[src/rtl/dvfs_governor.sv]
module dvfs_governor #(
  parameter int NPTS = 6,
  parameter int CW   = 16,
  parameter int VW   = 11,
  parameter int FW   = 6,
  parameter int SW   = 12,
  parameter int LW   = $clog2(NPTS)
) (
  input  logic          clk,
  input  logic          rst_n,
  input  logic          win_valid,
  input  logic [CW-1:0] act_count,
  input  logic [CW-1:0] up_thresh,
  input  logic [CW-1:0] dn_thresh,
  input  logic [SW-1:0] v_settle,
  input  logic [SW-1:0] f_settle,
  input  logic          tbl_we,
  input  logic [LW-1:0] tbl_idx,
  input  logic [VW-1:0] tbl_volt,
  input  logic [FW-1:0] tbl_ratio,
  output logic [VW-1:0] volt_code,
  output logic [FW-1:0] ratio_code,
  output logic [LW-1:0] level,
  output logic          busy
);

  localparam logic [LW-1:0] TOP = LW'(NPTS - 1);

  function automatic logic [VW-1:0] dflt_v(input int i);
    case (i)
      0: return VW'(956);
      1: return VW'(1036);
      2: return VW'(1164);
      3: return VW'(1276);
      4: return VW'(1420);
      default: return VW'(1484);
    endcase
  endfunction

  function automatic logic [FW-1:0] dflt_r(input int i);
    return FW'(6 + 2 * i);
  endfunction

  typedef enum logic [1:0] {IDLE, UP_WAIT, DN_WAIT} st_t;

  logic [VW-1:0] tv [NPTS];
  logic [FW-1:0] tr [NPTS];
  st_t           st;
  logic [SW-1:0] cnt;
  logic [VW-1:0] pend_v;
  logic [FW-1:0] pend_r;

  for (genvar g = 0; g < NPTS; g++) begin : g_pt
    if (g == 0) begin : g_floor
      assign tv[g] = dflt_v(0);
      assign tr[g] = dflt_r(0);
    end else begin : g_prog
      always_ff @(posedge clk) begin
        if (!rst_n) begin
          tv[g] <= dflt_v(g);
          tr[g] <= dflt_r(g);
        end else if (tbl_we && tbl_idx == LW'(g)) begin
          tv[g] <= tbl_volt;
          tr[g] <= tbl_ratio;
        end
      end
    end
  end

  logic          idle_win, want_up, go_up, go_dn;
  logic [LW-1:0] lvl_up, lvl_dn;

  assign idle_win = win_valid && st == IDLE;
  assign want_up  = act_count >= up_thresh;
  assign go_up    = idle_win && want_up && level != TOP;
  assign go_dn    = idle_win && !want_up && act_count <= dn_thresh && level != '0;
  assign lvl_up   = level + LW'(1);
  assign lvl_dn   = level - LW'(1);
  assign busy     = st != IDLE;

  always_ff @(posedge clk) begin
    if (!rst_n) begin
      st         <= IDLE;
      level      <= '0;
      volt_code  <= dflt_v(0);
      ratio_code <= dflt_r(0);
      cnt        <= '0;
      pend_v     <= '0;
      pend_r     <= '0;
    end else begin
      case (st)
        IDLE: begin
          if (go_up) begin
            volt_code <= tv[lvl_up];
            pend_r    <= tr[lvl_up];
            level     <= lvl_up;
            cnt       <= v_settle;
            st        <= UP_WAIT;
          end else if (go_dn) begin
            ratio_code <= tr[lvl_dn];
            pend_v     <= tv[lvl_dn];
            level      <= lvl_dn;
            cnt        <= f_settle;
            st         <= DN_WAIT;
          end
        end
        UP_WAIT: begin
          if (cnt == '0) begin
            ratio_code <= pend_r;
            st         <= IDLE;
          end else begin
            cnt <= cnt - SW'(1);
          end
        end
        default: begin
          if (cnt == '0) begin
            volt_code <= pend_v;
            st        <= IDLE;
          end else begin
            cnt <= cnt - SW'(1);
          end
        end
      endcase
    end
  end

endmodule

[config.mk]
export PLATFORM = sky130hd
export DESIGN_NAME = dvfs_governor
export DESIGN_NICKNAME = d
export VERILOG_FILES = /design/src/rtl/dvfs_governor.sv
export SDC_FILE = /design/constraint.sdc
export NUM_CORES = 1
export LEC_CHECK = 0
export CORE_MARGIN = 8
export CORE_UTILIZATION = 40
export CTS_BUF_LIST = sky130_fd_sc_hd__clkbuf_4
export DETAILED_ROUTE_END_ITERATION = 7
export DONT_BUFFER_PORTS = 1
export HOLD_SLACK_MARGIN = 0.08
export PLACE_DENSITY_LB_ADDON = 0.2
export SKIP_LAST_GASP = 1
export SYNTH_ARGS = -nofsm -noshare
export SYNTH_HDL_FRONTEND = slang
export SYNTH_SLANG_ARGS = --single-unit
[constraint.sdc]
create_clock -name clk -period 3.53 [get_ports clk]
set_input_delay 0.5295 -clock clk [delete_from_list [all_inputs] [get_ports clk]]
set_output_delay 0.5295 -clock clk [all_outputs]
set_load 0.1 [all_outputs]
### Word-level counts from Yosys, hierarchy flattened

Index checks and enable logic that the tools add are counted.

| word-level totals | value |
|---|---|
| register bits after elaboration | 136 |

| operators by class | value |
|---|---|
| add/sub/neg operators | 3 |
| $lt $le $gt $ge | 4 |
| eq/ne operators | 13 |
| mux-type cells | 29 |
| bitwise logic cells | 4 |
| reduce and logical (&&, ||, !) cells | 26 |

Operator list:

| operator | number |
|---|---|
| $bmux 11 s3 | 2 |
| $mux 11 | 6 |
| $mux 12 | 4 |
| $mux 6 | 7 |
| $bmux 6 s3 | 2 |
| $pmux 11 s2 | 1 |
| $ge 16x16->1 | 1 |
| $le 16x16->1 | 1 |
| $logic_not 12->1 | 1 |
| $pmux 6 s2 | 1 |
| $sub 12x1->12 const B | 1 |
| $logic_and 1x1->1 | 11 |
| $ne 2x2->1 const B | 5 |
| $ge 4x4->1 const B | 2 |
| $mux 2 | 4 |
| $not 3->4 | 2 |
| $reduce_and 2->1 | 4 |
| $reduce_bool 2->1 | 4 |
| $eq 3x2->1 const B | 2 |
| $eq 3x3->1 const B | 2 |
| $mux 3 | 2 |
| $ne 3x3->1 const B | 2 |
| $reduce_and 3->1 | 2 |
| $reduce_and 4->1 | 1 |
| other kinds (8) | 9 |

### Logic depth before layout (Yosys ltp)

| depth | value |
|---|---|
| depth after elaboration | 8 |
| mapped depth | 11 |
| depth with buffers taken out | 9 |

### Worst setup path before layout

No wires, ideal clock.

| timing | value |
|---|---|
| path kind | reg-to-reg |
| start point | register level[0] |
| end point | register ratio_code[1] |
| library setup time | 123 ps |
| data arrival time | 3071 ps |
| path slack | 335 ps |
| stages on the path, launching flop included | 10 |
| period minus slack after synthesis | 3195 ps |
| cells stage by stage | dfxtp_1 -> inv_1 -> ha_1 -> clkbuf_1 -> buf_2 -> buf_1 -> a31oi_1 -> o211ai_1 -> nand3_1 -> mux2_1 |

| between the ends | value |
|---|---|
| word-level cells in the longest chain between the ends | 8 |
| elaborated cells on any way between the ends | 15 |
| classes of those cells | add/sub (1); eq/ne (3); mux (6); bitwise (1); reduce/logical (4) |

RTL lines:

| item | RTL line | text |
|---|---|---|
| from (decl) | 23 | `output logic [LW-1:0] level,` |
| from (signal assigned) | 96 | `level <= lvl_up;` |
| from (signal assigned) | 102 | `level <= lvl_dn;` |
| $sub 3x1->3 | 78 | `assign lvl_dn = level - LW'(1);` |
| $not 3->4 (implied by the code) | 100 | `ratio_code <= tr[lvl_dn];` |
| $bmux 6 s3 | 100 |  |
| $mux 6 (implied by the code) (2 in series) | 100 |  |
| $mux 6 | 99 | `end else if (go_dn) begin` |
| $mux 6 | 93 | `if (go_up) begin` |
| $pmux 6 s2 | 91 | `case (st)` |
| to (signal assigned) | 86 | `ratio_code <= dflt_r(0);` |
| to (signal assigned) | 100 |  |
| to (signal assigned) | 109 | `ratio_code <= pend_r;` |
| to (decl) | 22 | `output logic [FW-1:0] ratio_code,` |

Parallel ways exist; a longest one is shown, timed or not. The select of a mux whose other input is x is not followed.
A chain may end at the register's enable or synchronous reset.

### Worst setup path after layout

| timing | value |
|---|---|
| start point | register level[0] |
| end point | register cnt[11] |

| between the ends | value |
|---|---|
| word-level cells in the longest chain between the ends | 4 |
| elaborated cells on any way between the ends | 8 |
| classes of those cells | eq/ne (2); mux (2); reduce/logical (4) |

RTL lines:

| item | RTL line | text |
|---|---|---|
| $ne 3x3->1 or $reduce_bool 3->1 (tied branches) | 75, 76 |  |
| $logic_and 1x1->1, on equally long branches | 75, 76 |  |
| $ne 3x3->1 (no line) or $mux 12 (tied branches) | -- |  |
| $reduce_and 2->1 (no line) or $mux 12 (tied branches) | -- |  |
| to (signal assigned) | 97 | `cnt <= v_settle;` |
| to (signal assigned) | 103 | `cnt <= f_settle;` |
| to (signal assigned) | 112 | `cnt <= cnt - SW'(1);` |
| to (decl) | 49 | `logic [SW-1:0] cnt;` |

Parallel ways exist; a longest one is shown, timed or not.

==> summary.txt <==
Run status
  – Outcome: finished clean

Place
  – DP Area: 7820 um2
  – Gp weighted congestion: 0.812
  – DPL Wire Length: 15,600 um
  – Port bufs: 0

Yosys
  – Synthesis warning total: 0
  – Seq cells post-synth: 136
  – Syn Nets: 1,116
  – Number of flops mapped to enable cells by yosys: 0
  – Prevailing post-synth register cell: dfxtp_1
  – Largest cells by area after synthesis: dfxtp_1, nand2_1, mux2i_1
  – Mapped Cells: 983
  – Post-synth cell types: 64
  – Share of the yosys chip area belonging to registers: 35.6%
  – Avg Cell Area, Syn: 7.78 um2
  – Synth area leader: dfxtp_1
  – Top cell type's share of synthesized area: 35.6%
  – Synth Cell Area: 7650 um2
  – Post-synthesis async set-or-reset flop share: 0%

Worst hold path
  – HP Class: in2reg
  – Hold path cells: 2

STA
  – Fin crit share: 87.3%
  – Sum Neg Setup Slack: 0 ps
  – FMAX: 0.325 GHz
  – Final Hold Viols: 0
  – Final setup viols: 0
  – Tmin final: 3080 ps
  – Slew margin rel.: 28.1%
  – Least-Margin Pin Slew: 1080 ps
  – Worst Hold Slack: 125 ps
  – Worst Skew: 13.1 ps
  – Setup repair after global routing missed its margin: no
  – Max Slew Vio Count: 0

Floorplanning
  – Core area: 18,700 um2
  – Initial Util: 40.9%
  – Rows: 50
  – Area of the die: 23,800 um2
  – Boundary pin count: 117
  – DIE WIDTH: 154 um
  – Die Y-Extent: 154 um

Detailed routing
  – Initial DRC count: 422
  – Wire per inst: 18.1 um
  – Drt first pass iters: 5
  – Post-route ant nets: 0
  – Drt total wl: 22,100 um
  – DR vias: 6,815
  – DR DRC count: 0
  – Vias per cell: 5.57

Final layout
  – Finished Cell Area: 8310 um2
  – Multi-input logic area: 4490 um2
  – Register area: 2730 um2
  – # fillers: 1,942
  – Share of layout cells above drive strength 1: 7.50%
  – Nets: 1,107
  – Layout area overhead: 8.64%

Clocking
  – CTS buffer count: 17
  – Hold-fix buffers at CTS: 21
  – CTS resizes: 0
  – CTS max path bufs: 2
  – Clk root buf: clkbuf_4
  – Setup Buffers After CTS: 0
  – TritonCTS sink count: 136
  – TritonCTS clock tree: done
  – CTS H-Tree Depth: 4
  – Skew-Pair Late Insertion Delay: 540 ps
  – Clock-pin slew on the worst setup and hold paths: 120 ps

Global routing
  – Vias in the first global route: 6,576
  – Grt ovf: 0
  – Initial antenna violation count: 3
  – First-pass GRT wire length: 35,600 um
  – Total Routing Usage GR: 18.5%
  – Largest net degree at the start of global routing: 44

Worst setup path
  – CP required: 4020 ps
  – Crit path kind: reg2reg
  – Reg2reg path depth: 8
  – Critical path arrival: 3570 ps
  – Reg-to-reg slack, setup: 450 ps
  – Critical path peak fanout: 28
  – Startpoint Class: flip-flop
  – Crit. End Element: flip-flop

Power
  – Worst vdd ir: 0.000188 V
  – Pwr Total: 0.00422 W
  – Leakage power: 3.23 nW
  – PD cells: 508 nW/um2

Job
  – Max Cap Viol: 0
## where the power goes
part	switching, W	internal [W]	total, W
clock network	0.000575	0.000406	0.000980
registers	0.000262	0.00164	0.00190
logic	0.000801	0.000537	0.00134
total	0.00164	0.00258	0.00422
## worst max-delay path, cell delays in order (launching register included)
cell and delay [ps]:
dfxtp_4 620, inv_1 280, ha_2 250, nor2b_1 140, a2111oi_2 260, o21ai_1 210
nor2_2 490, o21a_1 520, a32o_1 240
## layout make-up
class | instances | share of cell area (%)
repair buffers | 39 | 4.28
inverters | 46 | 2.08
clock buffers | 17 | 1.54
multi-input cells | 734 | 54.1
diodes | 2 | 0.0603
well taps | 234 | 3.52
flip-flops and latches | 136 | 32.8
clock inverters | 15 | 1.63
## registers in the layout, summed over array words and instances, names as in the netlist
name        cells
volt_code      11
pend_r          6
st              2
pend_v         11
tr             30
cnt            12
tv             55
ratio_code      6
level           3
## synth_stat cells, types with 2 or more instances
cell and instances:
a221oi_1 4, and2_1 3, a22o_1 6, clkbuf_1 52
nor4_1 3, a221o_1 5, nand2b_1 6, a21oi_1 79
dfxtp_1 136, nor2b_1 4, or3_1 2, o21ai_0 45
nand3_1 48, mux2i_1 51, ha_1 37, buf_1 7
a32o_1 9, nand4_1 5, a22oi_1 4, mux2_2 8
nor2_1 46, nand2_1 226, nor3_1 23, mux2_1 2
o21a_1 4, o21ai_2 2, inv_1 45, o211a_1 7
o22ai_1 5, and3_1 2, xnor2_1 7, o311a_1 2
o211ai_1 23, o32a_1 4, a31oi_1 3, xor2_1 3
o32ai_1 5, o21ai_1 6, nand3b_1 2, o221ai_1 9
buf_2 6, a211oi_1 13, a21o_1 2, buf_6 2
## path summary, 6_finish.rpt
kind                         start                   end
min                    tbl_volt[7]   tv[40]$_SDFFE_PN1P_
min reg2reg    tv[17]$_SDFFE_PN0P_   tv[17]$_SDFFE_PN0P_
max reg2reg  level[0]$_SDFFE_PN0P_  cnt[11]$_SDFFE_PN0P_
max          level[0]$_SDFFE_PN0P_  cnt[11]$_SDFFE_PN0P_
## cell families after synthesis
group	Yosys count	synth area share, %
AO/OA/AOI/OAI	247	21.5
XOR/XNOR	10	1.15
adder cells (fa/ha/maj)	37	6.05
buffers and inverters	113	5.84
flip-flops	136	35.6
multiplexers	61	8.15
AND/OR/NAND/NOR	379	21.7
## per-stage QoR
step	worst slack [ps]	instances	utilization, %
after floorplan	335	983	-
after global placement	433	1168	41.8
after detailed placement	381	1168	41.8
after CTS	418	1221	44.4
after global routing	245	1223	44.4
final	449	1223	44.4
## layer usage
metal  global-route usage, %  vias to the layer above  routed length [um]
met5                       0                        -                  13
met4                    4.99                        2                 274
met3                    5.66                       24                1360
met2                    28.3                      143                9520
met1                    24.7                     3186               10900
li1                        -                     3460                   -
## cell usage in the layout, fill, tap and decap left out, types with 4 or more instances in the layout
master and count:
a221oi_1 4, o32a_1 4, a221o_1 5, mux2i_1 51, xnor2_1 6, ha_1 36
nor3_1 22, a22o_1 6, dfxtp_1 135, a22oi_1 4, o221ai_1 9, o21ai_1 6
o21a_1 4, o211a_1 7, o21ai_0 45, nand2_1 226, o22ai_1 5, buf_4 18
clkinvlp_4 5, clkbuf_4 17, a32o_1 9, nand3_1 48, clkinv_1 5, dlygate4sd3_1 20
o211ai_1 23, o32ai_1 5, nand4_1 5, nor2_1 46, inv_1 44, a211oi_1 13
a21oi_1 79, mux2_2 8, nand2b_1 6, nor2b_1 4
Power figures use the tool's default switching activity.
